===== src/rtl/alarm_pkg.sv =====
package alarm_pkg;
  localparam int EXT_W = 34;
  localparam int N_AXIS = 3;
  localparam int N_ALARM = N_AXIS + 1;
  localparam int EN_LSB = 0;
  localparam int SEL_LSB = 4;
  localparam int DIR_LSB = 8;
  localparam int MODE_LSB = 12;

  typedef logic signed [EXT_W-1:0] ext_t;

  function automatic logic level_hit(input ext_t v, input ext_t thr, input logic above);
    return above ? (v > thr) : (v < thr);
  endfunction

  function automatic logic swing_hit(input ext_t diff, input ext_t mag, input logic rise);
    return rise ? (diff > mag) : (diff < -mag);
  endfunction
endpackage


===== src/rtl/alarm_channel.sv =====
module alarm_channel
  import alarm_pkg::*;
#(
  parameter int DW = 16,
  parameter int CW = 16,
  parameter bit SIGNED_CMP = 1'b1,
  parameter bit HAS_DYN = 1'b1
) (
  input  logic          clk,
  input  logic          rst_n,
  input  logic          smp_valid,
  input  logic [DW-1:0] val_a,
  input  logic [DW-1:0] val_b,
  input  logic          sel,
  input  logic          dir,
  input  logic          dyn_mode,
  input  logic          en,
  input  logic [DW-1:0] mag,
  input  logic [CW-1:0] period,
  output logic          trig
);
  function automatic ext_t widen(input logic [DW-1:0] x);
    if (SIGNED_CMP) return {{(EXT_W-DW){x[DW-1]}}, x};
    else            return {{(EXT_W-DW){1'b0}}, x};
  endfunction

  logic [DW-1:0] sel_val;
  logic          level_event;
  logic          hit;

  assign sel_val     = sel ? val_a : val_b;
  assign level_event = smp_valid && level_hit(widen(sel_val), widen(mag), dir);

  generate
    if (HAS_DYN) begin : g_dyn
      logic [DW-1:0] ref_q;
      logic [CW-1:0] cnt_q;
      logic          have_q;
      logic [CW:0]   cnt_nxt;
      logic [CW:0]   period_eff;
      logic          dyn_eval;
      logic          swing_event;

      assign cnt_nxt     = {1'b0, cnt_q} + 1'b1;
      assign period_eff  = (period == '0) ? {{CW{1'b0}}, 1'b1} : {1'b0, period};
      assign dyn_eval    = smp_valid && have_q && (cnt_nxt >= period_eff);
      assign swing_event = dyn_eval &&
                           swing_hit(widen(sel_val) - widen(ref_q), widen(mag), dir);
      assign hit = dyn_mode ? swing_event : level_event;

      always_ff @(posedge clk) begin
        if (!rst_n) begin
          ref_q  <= '0;
          cnt_q  <= '0;
          have_q <= 1'b0;
        end else if (smp_valid) begin
          if (!have_q || dyn_eval) begin
            ref_q  <= sel_val;
            cnt_q  <= '0;
            have_q <= 1'b1;
          end else begin
            cnt_q <= cnt_nxt[CW-1:0];
          end
        end
      end

      AST_WINDOW_RESTART: assert property (@(posedge clk) disable iff (!rst_n)
        dyn_eval |=> (cnt_q == '0));
      AST_REF_RELOAD: assert property (@(posedge clk) disable iff (!rst_n)
        dyn_eval |=> (ref_q == $past(sel_val)));
    end else begin : g_static
      logic unused_dyn;
      assign unused_dyn = ^{dyn_mode, period};
      assign hit = level_event;
    end
  endgenerate

  assign trig = en && hit;

  AST_EQUAL_QUIET: assert property (@(posedge clk) disable iff (!rst_n)
    (smp_valid && !(HAS_DYN && dyn_mode) && (sel_val == mag)) |-> !trig);
endmodule


===== src/rtl/alarm_flag_bank.sv =====
module alarm_flag_bank #(
  parameter int N = 4
) (
  input  logic         clk,
  input  logic         rst_n,
  input  logic [N-1:0] set_vec,
  input  logic         clr,
  output logic [N-1:0] flags,
  output logic         ind
);
  logic [N-1:0] flags_q;

  always_ff @(posedge clk) begin
    if (!rst_n)   flags_q <= '0;
    else if (clr) flags_q <= '0;
    else          flags_q <= flags_q | set_vec;
  end

  assign flags = flags_q;
  assign ind   = |flags_q;

  AST_FLAG_STICKY: assert property (@(posedge clk) disable iff (!rst_n)
    !clr |=> ((flags_q & $past(flags_q)) == $past(flags_q)));
  AST_CLEAR_EMPTIES: assert property (@(posedge clk) disable iff (!rst_n)
    clr |=> (flags_q == '0));
  AST_IND_FALL: assert property (@(posedge clk) disable iff (!rst_n)
    $fell(ind) |-> $past(clr));
endmodule


===== src/rtl/tilt_alarm_engine.sv =====
module tilt_alarm_engine
  import alarm_pkg::*;
#(
  parameter int DW = 16,
  parameter int CW = 16
) (
  input  logic          clk,
  input  logic          rst_n,
  input  logic [15:0]   ctrl_word,
  input  logic [DW-1:0] mag_x,
  input  logic [DW-1:0] mag_y,
  input  logic [DW-1:0] mag_z,
  input  logic [DW-1:0] mag_s,
  input  logic [CW-1:0] win_x,
  input  logic [CW-1:0] win_y,
  input  logic [CW-1:0] win_z,
  input  logic [DW-1:0] accel_x,
  input  logic [DW-1:0] accel_y,
  input  logic [DW-1:0] accel_z,
  input  logic [DW-1:0] angle_x,
  input  logic [DW-1:0] angle_y,
  input  logic [DW-1:0] angle_z,
  input  logic [DW-1:0] supply_val,
  input  logic [DW-1:0] temp_val,
  input  logic          sample_valid,
  input  logic          clear_flags,
  output logic [3:0]    alarm_flags,
  output logic          alarm_ind
);
  localparam int SYS = N_AXIS;

  logic [DW-1:0] accel_arr [N_AXIS];
  logic [DW-1:0] angle_arr [N_AXIS];
  logic [DW-1:0] mag_arr   [N_AXIS];
  logic [CW-1:0] win_arr   [N_AXIS];
  logic [N_ALARM-1:0] trig_vec;
  logic unused_ctrl;

  assign accel_arr = '{accel_x, accel_y, accel_z};
  assign angle_arr = '{angle_x, angle_y, angle_z};
  assign mag_arr   = '{mag_x, mag_y, mag_z};
  assign win_arr   = '{win_x, win_y, win_z};
  assign unused_ctrl = ctrl_word[15];

  generate
    for (genvar g = 0; g < N_AXIS; g++) begin : g_axis
      alarm_channel #(.DW(DW), .CW(CW), .SIGNED_CMP(1'b1), .HAS_DYN(1'b1)) u_ch (
        .clk       (clk),
        .rst_n     (rst_n),
        .smp_valid (sample_valid),
        .val_a     (angle_arr[g]),
        .val_b     (accel_arr[g]),
        .sel       (ctrl_word[SEL_LSB+g]),
        .dir       (ctrl_word[DIR_LSB+g]),
        .dyn_mode  (ctrl_word[MODE_LSB+g]),
        .en        (ctrl_word[EN_LSB+g]),
        .mag       (mag_arr[g]),
        .period    (win_arr[g]),
        .trig      (trig_vec[g])
      );
    end
  endgenerate

  alarm_channel #(.DW(DW), .CW(CW), .SIGNED_CMP(1'b0), .HAS_DYN(1'b0)) u_sys (
    .clk       (clk),
    .rst_n     (rst_n),
    .smp_valid (sample_valid),
    .val_a     (supply_val),
    .val_b     (temp_val),
    .sel       (ctrl_word[SEL_LSB+SYS]),
    .dir       (ctrl_word[DIR_LSB+SYS]),
    .dyn_mode  (1'b0),
    .en        (ctrl_word[EN_LSB+SYS]),
    .mag       (mag_s),
    .period    ({CW{1'b0}}),
    .trig      (trig_vec[SYS])
  );

  alarm_flag_bank #(.N(N_ALARM)) u_flags (
    .clk     (clk),
    .rst_n   (rst_n),
    .set_vec (trig_vec),
    .clr     (clear_flags),
    .flags   (alarm_flags),
    .ind     (alarm_ind)
  );

  generate
    for (genvar k = 0; k < N_ALARM; k++) begin : g_chk
      AST_ENABLE_GATES: assert property (@(posedge clk) disable iff (!rst_n)
        $rose(alarm_flags[k]) |-> $past(ctrl_word[EN_LSB+k] && sample_valid));
    end
  endgenerate
endmodule


===== config.mk =====
export PLATFORM = sky130hd
export DESIGN_NAME = tilt_alarm_engine
export DESIGN_NICKNAME = d
export VERILOG_FILES = /design/src/rtl/alarm_pkg.sv /design/src/rtl/alarm_channel.sv /design/src/rtl/alarm_flag_bank.sv /design/src/rtl/tilt_alarm_engine.sv
export SDC_FILE = /design/constraint.sdc
export NUM_CORES = 1
export LEC_CHECK = 0
export ABC_CLOCK_PERIOD_IN_PS = 6550
export CELL_PAD_IN_SITES_DETAIL_PLACEMENT = 1
export CELL_PAD_IN_SITES_GLOBAL_PLACEMENT = 2
export CORE_AREA = 8 8 224 226
export DETAILED_ROUTE_END_ITERATION = 8
export DIE_AREA = 0 0 232 234
export HOLD_SLACK_MARGIN = 0.1
export PLACE_DENSITY = 0.77
export SLEW_MARGIN = 20
export SYNTH_ARGS = -nofsm -noshare
export SYNTH_HDL_FRONTEND = slang
export SYNTH_SLANG_ARGS = --single-unit

===== constraint.sdc =====
create_clock -name clk -period 6.55 [get_ports clk]
set_input_delay 0.9825 -clock clk [delete_from_list [all_inputs] [get_ports clk]]
set_output_delay 0.9825 -clock clk [all_outputs]
set_load 0.01 [all_outputs]

==> results.cfg <==
[power_and_ir_drop]
power_leakage_nw = 7.69
seq_power_share = 0.247
ir_drop_v = 0.000143
switchingPower_mw = 1.07
powerDensity_nw_per_um2 = 151
p_clk_frac = 0.211
p_int_mw = 1.62
comb_power_share = 0.543
switching_share = 0.397

[clock_network]
hold_buffers = 0
clock_sinks = 103
numCtsBuffers = 9
root_buffer = clkbuf_16
cts_tree = built
clk_pin_slew_ns = 0.07
cts_buffer_depth = 2
clock_latency_ns = 0.38
cts_setup_buffers = 0
ctsHtreeMaxLevel = 3
cts_resized = 0

[yosys]
synthTopCellsByArea = ha_1, dfxtp_1, xnor2_1
yosys_warnings = 0
syn-num-nets = 2371
synthArstFlopShare = 0
synth_cells = 1831
ys_seq_area_frac = 0.145
synth_edf_count = 0
synth_area_sq_um = 14200
ys_dominant_reg_cell = dfxtp_1
synth.distinct_cells = 81
synth.top_cell.area_share = 0.244
ys_ff_latch = 103
syn_area_per_cell_sq_um = 7.76
synth_top_cell_by_area = ha_1

[setup_path]
cp-start-kind = input port
slowest_delay_ns = 0.62
path_buf_inv = 2
critPathCaptureType = flip-flop
worstPathMaxFanout = 4
crit_arrival_ns = 6.29
cpMaxStageDelayCell = clkdlybuf4s50_1
crit_top_cell = o21ai_0
criticalPathCategory = in -> reg
required_ns = 6.86
cp_top_family = compound AO/OA/AOI/OAI gates
crit_chain = clkdlybuf4s50_1, buf_4, mux2_2, ha_1, o21ai_0, a21oi_1, o41ai_2, o21ai_0, o21ai_0, nor2b_1, xnor2_1, ha_1, a211oi_1, o21bai_1, a21o_1, a21o_1, a2111oi_0, nor3_1, maj3_1, o21a_1, o211ai_2

[routing]
post_drt_wl_per_cell_microns = 18.0
drtAntennaViolNets = 0
vias_per_cell = 5.28
wirelength_microns = 48300
detail_route.first_pass.iterations = 4
vias = 14200
drtIter0Drc = 429
drc = 0

[place]
dp_hpwl_microns = 40800
dp_slack_ns = 0.193
portBuffers = 263
gp_congestion = 0.843

[timing]
setup_tns_ns = 0
fin_crit_sh = 0.914
setup_viol_count_final = 0
fin_hold_ws_ns = 0.470
fmax_ghz = 0.167
worstMarginPinSlew_ns = 1.03
slew_violations = 0
rsz0062_at_grt = false
hold_violations = 0
finClkSkew_ns = 0.00676
relSlewSlack = 0.312
timing.final.ws_setup_ns = 0.566
min_period_ns = 5.98

[layout]
fillCellCount = 5713
final_common_cell = ha_1
final_cell_mix = ha_1, clkdlybuf4s50_1, inv_1, nor2_1, nand2_1
nNetsFinal = 2606
area_growth_pct = 25.1
drive_above_1_share = 0.0604
final_util = 0.379

[floorplan]
start_util = 0.303
die_w_microns = 232
io_pins = 265
row_count = 80
core-area_sq_um = 46800
dieArea_sq_um = 54300
die_h_microns = 234

[global_routing]
antenna_found_initial = 2
gr-total-overflow = 0
grt_pass1_vias = 15000
grt_max_degree = 96
grt.total_usage = 0.177
grt_pass1_wl_microns = 78500

[run_status]
status = complete, no violations

[hold_path]
hold_class = reg -> reg

[flow_run]
drv_cap = 0
## power by group through the flow
stage | Clock [mW] | Combinational (mW) | Sequential [mW]
3_5_place_dp | 0 | 1.46 | 0.678
6_report | 0.566 | 1.46 | 0.663
2_1_floorplan | 0 | 0.960 | 0.675
3_3_place_gp | 0 | 1.41 | 0.677
5_1_grt | 0.620 | 1.66 | 0.667
4_1_cts | 0.600 | 1.48 | 0.664
## metal layers
layer  routed length (microns)  vias to the layer above  part of all wire  global-route usage
met4                       722                        0             0.015              0.0425
met1                     22300                     6776              0.46               0.222
met5                         0                        -                 0                   0
li1                          -                     7144                 -                   -
met2                     23400                      225              0.48               0.311
met3                      1850                       34             0.038              0.0310
## logic make-up (layout without fill, tap and decap cells)
kind of cell | after synthesis | after routing | share of synthesized area
and+or+nand+nor | 561 | 561 | 0.196
AOI/OAI and AO/OA | 457 | 457 | 0.218
adders and majority gates | 281 | 281 | 0.249
buffers and inverters | 242 | 481 | 0.0650
xor gates and xnor gates | 116 | 116 | 0.0715
DFF | 103 | 103 | 0.145
muxes | 71 | 71 | 0.0555
other | 0 | 1 | 0
## synthesized netlist by cell type (all sizes together), types with 7 or more instances
master	number
a31oi	12
o22ai	7
nand3	68
nor4	27
buf	16
or3	11
o311a	30
mux2i	9
a21oi	98
nand4	35
and2	7
o21a	24
a21o	27
o31ai	11
clkbuf	35
and3	21
nor2	136
o2111ai	8
a21boi	24
xor2	31
nand3b	7
a2111oi	8
a211oi	32
o211ai	11
dfxtp	103
inv	191
xnor2	85
nor3	51
nor2b	19
o21ai	118
nand2b	18
mux2	62
or2	7
ha	277
nand2	134
## registers in the layout (all words and copies together), names as in the netlist
signal / flops
g_axis.u_ch.g_dyn.cnt_q: 48
u_flags.flags: 4
g_axis.u_ch.g_dyn.ref_q: 48
g_axis.u_ch.g_dyn.have_q: 3
## cell type report
cell class                 instances  area [sq um]  area share
timing repair buffer             275          2710       0.153
inverter                         191           717      0.0403
multi-input combinational       1486         11200       0.632
sequential                       103          2060       0.116
antenna                            1          2.50    0.000141
tap                              615           769      0.0433
clock inverter                     4          47.5     0.00268
clock buffer                      11           233      0.0131
## worst register-to-register path, stage by stage, from the launching register on
cell       delay [ns]
dfxtp_1          0.31
inv_1            0.08
ha_1             0.29
nor2b_1          0.13
o21ai_0          0.19
a21oi_1          0.14
o41ai_2          0.38
o21ai_0          0.20
o21ai_0          0.16
nor2b_1          0.17
xnor2_1          0.21
ha_1             0.31
a211oi_1         0.29
o21bai_1         0.11
a21o_1           0.18
a21o_1           0.20
a2111oi_0        0.42
nor3_1           0.17
maj3_1           0.38
o21a_1           0.18
o211ai_2         0.15
## final timing paths
| kind | start | end | slack (ns) | cells after the start |
|---|---|---|---|---|
| min reg2reg | g_axis[1].u_ch.g_dyn.ref_q[10]$_SDFFE_PN0P_ | g_axis[1].u_ch.g_dyn.ref_q[10]$_SDFFE_PN0P_ | 0.47 | 2 |
| min | g_axis[1].u_ch.g_dyn.ref_q[10]$_SDFFE_PN0P_ | g_axis[1].u_ch.g_dyn.ref_q[10]$_SDFFE_PN0P_ | 0.47 | 2 |
| max reg2reg | g_axis[1].u_ch.g_dyn.ref_q[1]$_SDFFE_PN0P_ | u_flags.flags[1]$_SDFF_PP0_ | 1.82 | 20 |
| max | ctrl_word[5] | u_flags.flags[1]$_SDFF_PP0_ | 0.57 | 21 |
## through the flow
step                power (mW)  instances  area, sq um
floorplan                 1.63       1831        14200
global placement          2.09       2670        17500
detailed placement        2.14       2670        17500
CTS                       2.74       2685        17800
global route              2.95       2685        17800
finish                    2.69       2686        17800
No activity file was read; power rests on OpenSTA's default activity.
